File: src/rtl/pmt_pkg.sv
package pmt_pkg;
  localparam int WORD_W     = 32;
  localparam int WORD_BYTES = WORD_W / 8;
  localparam int LANE_W     = $clog2(WORD_BYTES);
  localparam int CNT_W      = 16;
  localparam int HADDR_W    = 32;
  localparam int WORDS_W    = CNT_W - LANE_W;
  localparam int HDR_BYTES  = 8;
  localparam int HDR_IDX_W  = $clog2(HDR_BYTES);

  localparam logic [HDR_IDX_W-1:0] HDR_CNT_FIRST  = HDR_IDX_W'(2);
  localparam logic [HDR_IDX_W-1:0] HDR_ADDR_FIRST = HDR_IDX_W'(4);
  localparam logic [HDR_IDX_W-1:0] HDR_LAST       = HDR_IDX_W'(HDR_BYTES - 1);

  localparam logic [7:0] OP_WR     = 8'h00;
  localparam logic [7:0] OP_WR_SEQ = 8'h04;
  localparam logic [7:0] OP_RD     = 8'h10;
  localparam logic [7:0] OP_RD_SEQ = 8'h14;
  localparam logic [7:0] OP_NONE   = 8'h7F;
  localparam logic [7:0] RSP_FLIP  = 8'h80;

  typedef enum logic [1:0] {K_NONE, K_WR, K_RD} kind_e;
  typedef enum logic [2:0] {S_HDR, S_DEC, S_WDAT, S_WBUS, S_RBUS, S_RTX, S_RSP} state_e;
endpackage

File: src/rtl/pmt_hdr_regs.sv
module pmt_hdr_regs
  import pmt_pkg::*;
(
  input  logic                 clk_i,
  input  logic                 rst_ni,
  input  logic                 we_i,
  input  logic [HDR_IDX_W-1:0] idx_i,
  input  logic [7:0]           byte_i,
  output logic [7:0]           code_o,
  output logic [CNT_W-1:0]     cnt_o,
  output logic [HADDR_W-1:0]   addr_o
);
  // multi-byte fields arrive high byte first: shift in from the bottom
  always_ff @(posedge clk_i or negedge rst_ni) begin
    if (!rst_ni) begin
      code_o <= '0;
      cnt_o  <= '0;
      addr_o <= '0;
    end else if (we_i) begin
      if (idx_i == '0) code_o <= byte_i;
      if (idx_i >= HDR_CNT_FIRST && idx_i < HDR_ADDR_FIRST)
        cnt_o <= {cnt_o[CNT_W-9:0], byte_i};
      if (idx_i >= HDR_ADDR_FIRST)
        addr_o <= {addr_o[HADDR_W-9:0], byte_i};
    end
  end
endmodule

File: src/rtl/pmt_decode.sv
module pmt_decode
  import pmt_pkg::*;
(
  input  logic [7:0]         code_i,
  input  logic [CNT_W-1:0]   cnt_i,
  output kind_e              kind_o,
  output logic [WORDS_W-1:0] words_o
);
  logic [WORDS_W-1:0] seq_words;
  logic               unused_low;

  assign seq_words  = cnt_i[CNT_W-1:LANE_W];
  assign unused_low = ^cnt_i[LANE_W-1:0];

  always_comb begin
    kind_o  = K_NONE;
    words_o = '0;
    unique case (code_i)
      OP_WR: begin
        kind_o  = K_WR;
        words_o = WORDS_W'(1);
      end
      OP_RD: begin
        kind_o  = K_RD;
        words_o = WORDS_W'(1);
      end
      OP_WR_SEQ: if (seq_words != '0) begin
        kind_o  = K_WR;
        words_o = seq_words;
      end
      OP_RD_SEQ: if (seq_words != '0) begin
        kind_o  = K_RD;
        words_o = seq_words;
      end
      default: ;
    endcase
  end
endmodule

File: src/rtl/pkt_mm_conv.sv
module pkt_mm_conv
  import pmt_pkg::*;
#(
  parameter int ADDR_W = 32
) (
  input  logic              clk_i,
  input  logic              rst_ni,
  input  logic              in_valid_i,
  output logic              in_ready_o,
  input  logic [7:0]        in_data_i,
  input  logic              in_sop_i,
  input  logic              in_eop_i,
  output logic              out_valid_o,
  input  logic              out_ready_i,
  output logic [7:0]        out_data_o,
  output logic              out_sop_o,
  output logic              out_eop_o,
  output logic [ADDR_W-1:0] bus_addr_o,
  output logic              bus_read_o,
  output logic              bus_write_o,
  output logic [WORD_W-1:0] bus_wdata_o,
  input  logic [WORD_W-1:0] bus_rdata_i,
  input  logic              bus_wait_i
);
  localparam logic [ADDR_W-1:0] ADDR_STEP = ADDR_W'(WORD_BYTES);

  state_e                state_q;
  logic [HDR_IDX_W-1:0]  hidx_q, hidx_cur;
  logic [LANE_W-1:0]     lane_q;
  logic [WORDS_W-1:0]    left_q, words_q, dec_words;
  logic                  first_q;
  logic [ADDR_W-1:0]     addr_q;
  logic [WORD_W-1:0]     wdata_q, txw_q;
  logic [7:0]            hdr_code;
  logic [CNT_W-1:0]      hdr_cnt;
  logic [HADDR_W-1:0]    hdr_addr;
  logic [CNT_W-1:0]      rsp_cnt;
  kind_e                 dec_kind;
  logic                  in_acc, out_acc, hdr_we, lane_last, word_last, in_rsp;

  assign in_ready_o = (state_q == S_HDR) || (state_q == S_WDAT);
  assign in_acc     = in_valid_i & in_ready_o;
  assign hdr_we     = in_acc & (state_q == S_HDR) & (in_sop_i | (hidx_q != '0));
  assign hidx_cur   = in_sop_i ? '0 : hidx_q;

  assign in_rsp      = (state_q == S_RSP);
  assign out_valid_o = (state_q == S_RTX) || in_rsp;
  assign out_acc     = out_valid_o & out_ready_i;
  assign out_data_o  = txw_q[{lane_q, 3'b000} +: 8];
  assign lane_last   = &lane_q;
  assign word_last   = (left_q == WORDS_W'(1));
  assign out_sop_o   = out_valid_o & (lane_q == '0) & (in_rsp | first_q);
  assign out_eop_o   = out_valid_o & lane_last & (in_rsp | word_last);

  assign bus_read_o  = (state_q == S_RBUS);
  assign bus_write_o = (state_q == S_WBUS);
  assign bus_addr_o  = addr_q;
  assign bus_wdata_o = wdata_q;

  assign rsp_cnt = {words_q, {LANE_W{1'b0}}};

  pmt_hdr_regs u_hdr (
    .clk_i  (clk_i),
    .rst_ni (rst_ni),
    .we_i   (hdr_we),
    .idx_i  (hidx_cur),
    .byte_i (in_data_i),
    .code_o (hdr_code),
    .cnt_o  (hdr_cnt),
    .addr_o (hdr_addr)
  );

  pmt_decode u_dec (
    .code_i  (hdr_code),
    .cnt_i   (hdr_cnt),
    .kind_o  (dec_kind),
    .words_o (dec_words)
  );

  always_ff @(posedge clk_i or negedge rst_ni) begin
    if (!rst_ni) begin
      state_q <= S_HDR;
      hidx_q  <= '0;
      lane_q  <= '0;
      left_q  <= '0;
      words_q <= '0;
      first_q <= 1'b0;
      addr_q  <= '0;
      wdata_q <= '0;
      txw_q   <= '0;
    end else begin
      unique case (state_q)
        S_HDR: if (hdr_we) begin
          if (hidx_cur == HDR_LAST) begin
            hidx_q  <= '0;
            state_q <= S_DEC;
          end else if (in_eop_i) begin
            hidx_q <= '0;                 // truncated header: drop packet
          end else begin
            hidx_q <= hidx_cur + 1'b1;
          end
        end
        S_DEC: begin
          addr_q  <= hdr_addr[ADDR_W-1:0];
          left_q  <= dec_words;
          words_q <= dec_words;
          lane_q  <= '0;
          first_q <= 1'b1;
          unique case (dec_kind)
            K_WR:    state_q <= S_WDAT;
            K_RD:    state_q <= S_RBUS;
            default: begin
              txw_q   <= {8'h00, 8'h00, 8'h00, OP_NONE ^ RSP_FLIP};
              state_q <= S_RSP;
            end
          endcase
        end
        S_WDAT: if (in_acc) begin
          wdata_q <= {in_data_i, wdata_q[WORD_W-1:8]};
          lane_q  <= lane_q + 1'b1;
          if (lane_last) state_q <= S_WBUS;
        end
        S_WBUS: if (!bus_wait_i) begin
          addr_q <= addr_q + ADDR_STEP;
          left_q <= left_q - 1'b1;
          if (word_last) begin
            txw_q   <= {rsp_cnt[7:0], rsp_cnt[15:8], 8'h00, hdr_code ^ RSP_FLIP};
            state_q <= S_RSP;
          end else begin
            state_q <= S_WDAT;
          end
        end
        S_RBUS: if (!bus_wait_i) begin
          txw_q   <= bus_rdata_i;
          addr_q  <= addr_q + ADDR_STEP;
          state_q <= S_RTX;
        end
        S_RTX: if (out_acc) begin
          lane_q <= lane_q + 1'b1;
          if (lane_last) begin
            first_q <= 1'b0;
            left_q  <= left_q - 1'b1;
            state_q <= word_last ? S_HDR : S_RBUS;
          end
        end
        S_RSP: if (out_acc) begin
          lane_q <= lane_q + 1'b1;
          if (lane_last) state_q <= S_HDR;
        end
        default: state_q <= S_HDR;
      endcase
    end
  end
endmodule

File: config.mk
export PLATFORM = sky130hd
export DESIGN_NAME = pkt_mm_conv
export DESIGN_NICKNAME = d
export VERILOG_FILES = /design/src/rtl/pmt_pkg.sv /design/src/rtl/pmt_hdr_regs.sv /design/src/rtl/pmt_decode.sv /design/src/rtl/pkt_mm_conv.sv
export SDC_FILE = /design/constraint.sdc
export NUM_CORES = 1
export LEC_CHECK = 0
export BUFFER_PORTS_ARGS = -buffer_cell sky130_fd_sc_hd__buf_2
export CAP_MARGIN = 20
export CORE_MARGIN = 2
export CORE_UTILIZATION = 55
export CTS_BUF_LIST = sky130_fd_sc_hd__clkbuf_2 sky130_fd_sc_hd__clkbuf_4 sky130_fd_sc_hd__clkbuf_8
export DETAILED_ROUTE_END_ITERATION = 8
export PLACE_DENSITY = 0.77
export SYNTH_ARGS = -nofsm -noshare
export SYNTH_HDL_FRONTEND = slang
export SYNTH_SLANG_ARGS = --single-unit
File: constraint.sdc
create_clock -name clk_i -period 5.4 [get_ports clk_i]
set_clock_uncertainty 0.05 [all_clocks]
set_input_delay 1.08 -clock clk_i [delete_from_list [all_inputs] [get_ports clk_i]]
set_output_delay 1.08 -clock clk_i [all_outputs]
set_load 0.005 [all_outputs]
==> results of run 1 <==
-- cells by family after synthesis --
group | share of synthesized area [%]
simple gates | 14.92
compound gates | 14.96
flops | 50.53
mux | 13.40
buf+inv | 4.185
fa+ha+maj | 2.005
-- flip-flops by register name, indices dropped and copies added, names as in the netlist --
| name | cells |
|---|---|
| state_q | 3 |
| left_q | 14 |
| lane_q | 2 |
| txw_q | 32 |
| u_hdr.code_o | 8 |
| words_q | 14 |
| u_hdr.cnt_o | 16 |
| bus_wdata_o | 32 |
| first_q | 1 |
| bus_addr_o | 32 |
| u_hdr.addr_o | 32 |
| hidx_q | 3 |
-- layer usage --
metal / GRT usage, % / up-vias
li1: - / 3363
met1: 37.29 / 3564
met2: 37.50 / 291
met3: 6.425 / 40
met4: 7.544 / 0
met5: 0 / -
-- layout make-up --
cell class                      count  area, µm²  share of cell area [%]
Sequential cell                   189       4730                   45.36
Clock buffer                       20      262.8                   2.520
Timing Repair Buffer              133      696.9                   6.684
Inverter                           23      98.84                  0.9480
Multi-Input combinational cell    608       4249                   40.75
Tap cell                          220      275.3                   2.640
Clock inverter                     12      113.9                   1.092
-- power groups by stage --
stage	Clock, mW	Sequential [mW]	Combinational [mW]
floorplan	0	2.12	1.80
global placement	0	2.22	2.30
detailed placement	0	2.24	2.36
CTS	0.916	2.21	2.37
global route	0.971	2.28	2.63
finish	0.900	2.22	2.38
-- cells in the mapped netlist (all sizes together) (13+ instances only) --
cell type	number	area, µm²
a21oi	46	230.2
a22oi	24	180.2
buf	30	220.2
clkbuf	17	63.81
dfrtp	189	4730
ha	15	187.7
inv	23	98.85
mux2	90	1013
nand2	117	444.2
nand3	31	160.1
nand4	13	93.84
nor2	45	181.4
nor3	19	106.4
o21ai	78	495.5
o22ai	18	126.4
-- final timing paths --
path / from / endpoint / slack (ns) / depth (start not counted)
worst max-delay path: left_q[1]$_DFFE_PN0P_ / out_eop_o / 1.87 / 7
worst min-delay path: txw_q[26]$_DFFE_PN0P_ / txw_q[26]$_DFFE_PN0P_ / 0.43 / 2
worst max register to register: state_q[2]$_DFFE_PN0P_ / state_q[1]$_DFFE_PN0P_ / 2.12 / 5
worst min register to register: txw_q[26]$_DFFE_PN0P_ / txw_q[26]$_DFFE_PN0P_ / 0.43 / 2
max in group asynchronous: rst_ni / left_q[1]$_DFFE_PN0P_ / 3.60 / 2
min in group asynchronous: rst_ni / txw_q[31]$_DFFE_PN0P_ / 0.63 / 1
-- layout by cell type (no fill, tap or decap), types with 5 or more instances in the layout --
master / instances
and3_1: 9
nor2_1: 42
a21oi_1: 46
nand2_1: 115
mux2i_1: 5
o21ai_0: 45
nand2b_1: 10
and2_1: 6
o22ai_1: 17
a22oi_1: 24
ha_1: 15
nand3_1: 30
inv_1: 21
buf_4: 9
mux2_2: 89
o21ai_1: 5
nor4_1: 10
clkbuf_8: 19
buf_2: 123
dfrtp_1: 189
o21ai_2: 28
nand4_1: 11
nor3_1: 18
mux4_2: 8
-- tightest hold or removal path: stages, from the launching register on --
cell and delay [ns]:
dfrtp_1 0.35, nand2_1 0.06, o21ai_2 0.05
==> results_dict.tcl, run 1 <==
set metrics [dict create \
    status "completed" \
    htreeDepth 4 \
    firstDrtPassIters 5 \
    grt_pass1_wl_um 36100 \
    grt_overflow 0 \
    crit_fanout 4 \
    finalHoldViolCount 0 \
    criticalPathCategory "reg -> out" \
    netlist_instances 868 \
    drt_iter0_drc 782 \
    pwr-share-seq_pct 40.4 \
    place_area_um2 10050 \
    p_int_mw 3.213 \
    stdcell_area_um2 10430 \
    io_buffers 124 \
    clkLatencyLatePin_ns 0.48 \
    cp.arrival_ns 2.40 \
    synthFlopType "dfrtp_1" \
    initial_core_util_pct 56.44 \
    ys_seq_area_share_pct 50.53 \
    route.detailed.drc 0 \
    critical-path-top-delay-family "simple AND/OR/NAND/NOR gates" \
    combPwrFrac_pct 43.2 \
    final_max_slew_viol_count 0 \
    p_sw_mw 2.289 \
    clockBufferDepth 2 \
    rsz0062_at_grt "no" \
    syn_area_um2 9359 \
    finalWirelength_um 22050 \
    clock_power_share_pct 16.4 \
    slew_headroom_pct 27.00 \
    path_cells "inv_1 -> ha_1 -> or4b_1 -> nor4_4 -> a21oi_1 -> nor2_1 -> buf_2" \
    clock_sinks 189 \
    cts_resized 0 \
    power_mw 5.502 \
    whs_ns 0.4289 \
    grt_max_degree 115 \
    timing.final.crit_share_pct 65.39 \
    wl_met2_um 9880 \
    synth_edf_count 0 \
    post-route-util_pct 62.87 \
    hpwlAfterDp_um 15440 \
    wl_met3_um 1622 \
    ant_nets 0 \
    avgSynthCellArea_um2 10.78 \
    ios 125 \
    gp_congestion 0.8635 \
    layout_setup_ws_ns 1.869 \
    ctsHoldBuffers 0 \
    synthDistinctLibCells 71 \
    antenna_found_initial 0 \
    holdCritPathClass "reg -> reg" \
    p_leak_nw 4.843 \
    cts_tree "yes" \
    power_density_nw_per_um2 527.7 \
    vias_per_cell 6.023 \
    preCtsSetupSlack_ns 2.174 \
    grtUsageTotal_pct 25.40 \
    cts-buffers-inserted 17 \
    critical_path_buf_inv_count 2 \
    async_flop_share_pct 100.0 \
    syn_to_final_growth_pct 11.40 \
    dr.max_layer_used "met4" \
    fin_crit_ns 3.531 \
    nets 1034 \
    maxCapViolations 0 \
    setup_viol_count_final 0 \
    m1WireLength_um 10160 \
    die-area_um2 18080 \
    drive_gt1_share_pct 31.98 \
    die_h_um 134.4 \
    clk_pin_slew_ns 0.09 \
    stdcell_count 1205 \
    postCtsSetupRepairBufs 0 \
    core_um2 16580 \
    fin_setup_tns_ns 0 \
    ys_ff_latch 189 \
    dp_cells 1173 \
    synth_nets 930 \
    yosysWarnings 0 \
    dieWidth_um 134.4 \
    row_count 47 \
    required_ns 4.27 \
    switching_share_pct 41.60 \
    start_kind "register" \
    first_global_vias 6899 \
    drt-wirelength-per-cell_um 18.30 \
    fmax_ghz 0.2832 \
    cpPeakStageDelay_ns 0.49 \
    worstMarginPinSlew_ns 1.095 \
    ir_drop_v 0.0003084 \
    fillCellCount 1346 \
    cts-root-buf "clkbuf_8" \
    diodes 0 \
    crit_slowest_cell "or4b_1" \
    crit_path_end_kind "output pin" \
    num_vias 7258 \
]
Note: power is estimated with default switching activity, not from simulation.
==> run 2: changes to the inputs <==
clock period = 3.6 ns   (was 5.4 ns; I/O delays follow)
==> run 2 against run 1 <==
  * Utilization increased by 0.60 points
  * Global-route usage shrank 0.41 points
  * Critical path type unchanged
  * Die area unchanged
  * Hold slack got worse by 0.20 ns
  * Clock-buffer cell count is 2 lower
  * Wire length down 1.9%
  * Critical path depth unchanged
  * Sequential share of layout area fell by 0.43 points
==> results_dict.tcl, run 2 (synthesized netlist as in run 1, its figures left out) <==
set metrics [dict create \
    fin_setup_tns_ns 0 \
    core_um2 16580 \
    clockBufferDepth 2 \
    met2_usage_pct 36.99 \
    ant_nets 0 \
    initial_core_util_pct 56.44 \
    finalHoldViolCount 0 \
    maxCapViolations 0 \
    fin_crit_ns 3.186 \
    preCtsSetupSlack_ns 0.9442 \
    syn_to_final_growth_pct 12.47 \
    cts_tree "yes" \
    start_kind "register" \
    rsz0062_at_grt "no" \
    power_density_nw_per_um2 794.2 \
    clkLatencyLatePin_ns 0.47 \
    cp.arrival_ns 2.42 \
    fillCellCount 1363 \
    p_sw_mw 3.374 \
    cts-buffers-inserted 17 \
    grtUsageTotal_pct 24.99 \
    die_h_um 134.4 \
    postCtsSetupRepairBufs 0 \
    ios 125 \
    nets 1040 \
    power_mw 8.360 \
    gp_congestion 0.8968 \
    clock_power_share_pct 17.5 \
    route.detailed.drc 0 \
    ctsHoldBuffers 0 \
    hpwlAfterDp_um 15210 \
    switching_share_pct 40.36 \
    row_count 47 \
    holdCritPathClass "in -> async" \
    vias_per_cell 5.974 \
    clk_pin_slew_ns 0.10 \
    grt_pass1_wl_um 35510 \
    drt-wirelength-per-cell_um 17.87 \
    worstMarginPinSlew_ns 1.081 \
    crit_fanout 4 \
    diodes 0 \
    fmax_ghz 0.3139 \
    grt_overflow 0 \
    grtUsageMet1_pct 37.61 \
    ir_drop_v 0.0005518 \
    setup_viol_count_final 0 \
    finalWirelength_um 21620 \
    clock_sinks 189 \
    layout_setup_ws_ns 0.4138 \
    antenna_found_initial 1 \
    final_max_slew_viol_count 0 \
    die-area_um2 18080 \
    slew_headroom_pct 27.27 \
    drive_gt1_share_pct 32.32 \
    criticalPathCategory "reg -> out" \
    io_buffers 124 \
    htreeDepth 4 \
    pwr-share-seq_pct 39.4 \
    place_area_um2 10120 \
    drt_iter0_drc 732 \
    firstDrtPassIters 5 \
    grtUsageMet3_pct 6.009 \
    timing.final.crit_share_pct 88.50 \
    num_vias 7229 \
    stdcell_area_um2 10530 \
    first_global_vias 6744 \
    final_common_cell "dfrtp_1" \
    p_int_mw 4.986 \
    post-route-util_pct 63.48 \
    p_leak_nw 4.899 \
    layout_common_cells "189 x dfrtp_1, 123 x buf_2, 115 x nand2_1" \
    status "completed" \
    combPwrFrac_pct 43.1 \
    required_ns 2.83 \
    grt.busiest_layer "met1" \
    cts_resized 0 \
    grt_max_degree 82 \
    dieWidth_um 134.4 \
    cts-root-buf "clkbuf_8" \
    crit_path_end_kind "output pin" \
]
## run 2: cell count changes in the layout (fill, tap and decap cells not counted), sizes merged
cell      previous run  this run
clkbuf              21        19
clkinvlp             4         3
buf                132       138
bufinv               1         3
## run 2: path summary, 6_finish.rpt
| path | from | endpoint | slack [ns] | cells after the start |
|---|---|---|---|---|
| max | left_q[1]$_DFFE_PN0P_ | out_eop_o | 0.41 | 7 |
| min | rst_ni | txw_q[14]$_DFFE_PN0P_ | 0.23 | 1 |
| max reg2reg | u_hdr.code_o[1]$_DFFE_PN0P_ | txw_q[4]$_DFFE_PN0P_ | 0.93 | 10 |
| min reg2reg | words_q[11]$_DFFE_PN0P_ | words_q[11]$_DFFE_PN0P_ | 0.42 | 2 |
| max in group asynchronous | rst_ni | u_hdr.addr_o[13]$_DFFE_PN0P_ | 2.43 | 2 |
| min in group clk_i | words_q[11]$_DFFE_PN0P_ | words_q[11]$_DFFE_PN0P_ | 0.42 | 2 |
## run 2: area by class of cell
| class | count | area [µm²] | area share [%] |
|---|---|---|---|
| flip-flops and latches | 189 | 4730 | 44.93 |
| inverters | 23 | 98.84 | 0.9390 |
| clock buffers | 18 | 241.5 | 2.294 |
| repair buffers | 139 | 767.0 | 7.286 |
| well taps | 220 | 275.3 | 2.615 |
| clock inverters | 13 | 165.2 | 1.569 |
| multi-input cells | 608 | 4249 | 40.37 |
## run 2: layer usage
metal | routed length (µm) | vias up
met1 | 10000 | 3534
li1 | - | 3389
met4 | 204 | 2
met5 | 11 | -
met3 | 1686 | 20
met2 | 9713 | 284
## run 2: critical path: stages, from the launching register on
cell	delay, ns
dfrtp_1	0.41
inv_1	0.10
ha_1	0.16
or4b_1	0.48
nor4_4	0.36
a21oi_1	0.13
nor2_1	0.17
buf_2	0.14
## run 2: per-stage QoR
step,hold WS (ns),cells
floorplan,0.3744,868
global placement,0.4007,1179
detailed placement,0.4069,1179
CTS,0.2301,1210
global route,0.2576,1210
finish,0.2317,1210
## run 2: power groups by stage
| stage | Clock, mW | Combinational, mW | Sequential (mW) |
|---|---|---|---|
| 2_1_floorplan | 0 | 2.70 | 3.19 |
| 3_3_place_gp | 0 | 3.52 | 3.30 |
| 3_5_place_dp | 0 | 3.59 | 3.32 |
| 4_1_cts | 1.49 | 3.61 | 3.29 |
| 5_1_grt | 1.58 | 4.00 | 3.39 |
| 6_report | 1.46 | 3.60 | 3.30 |
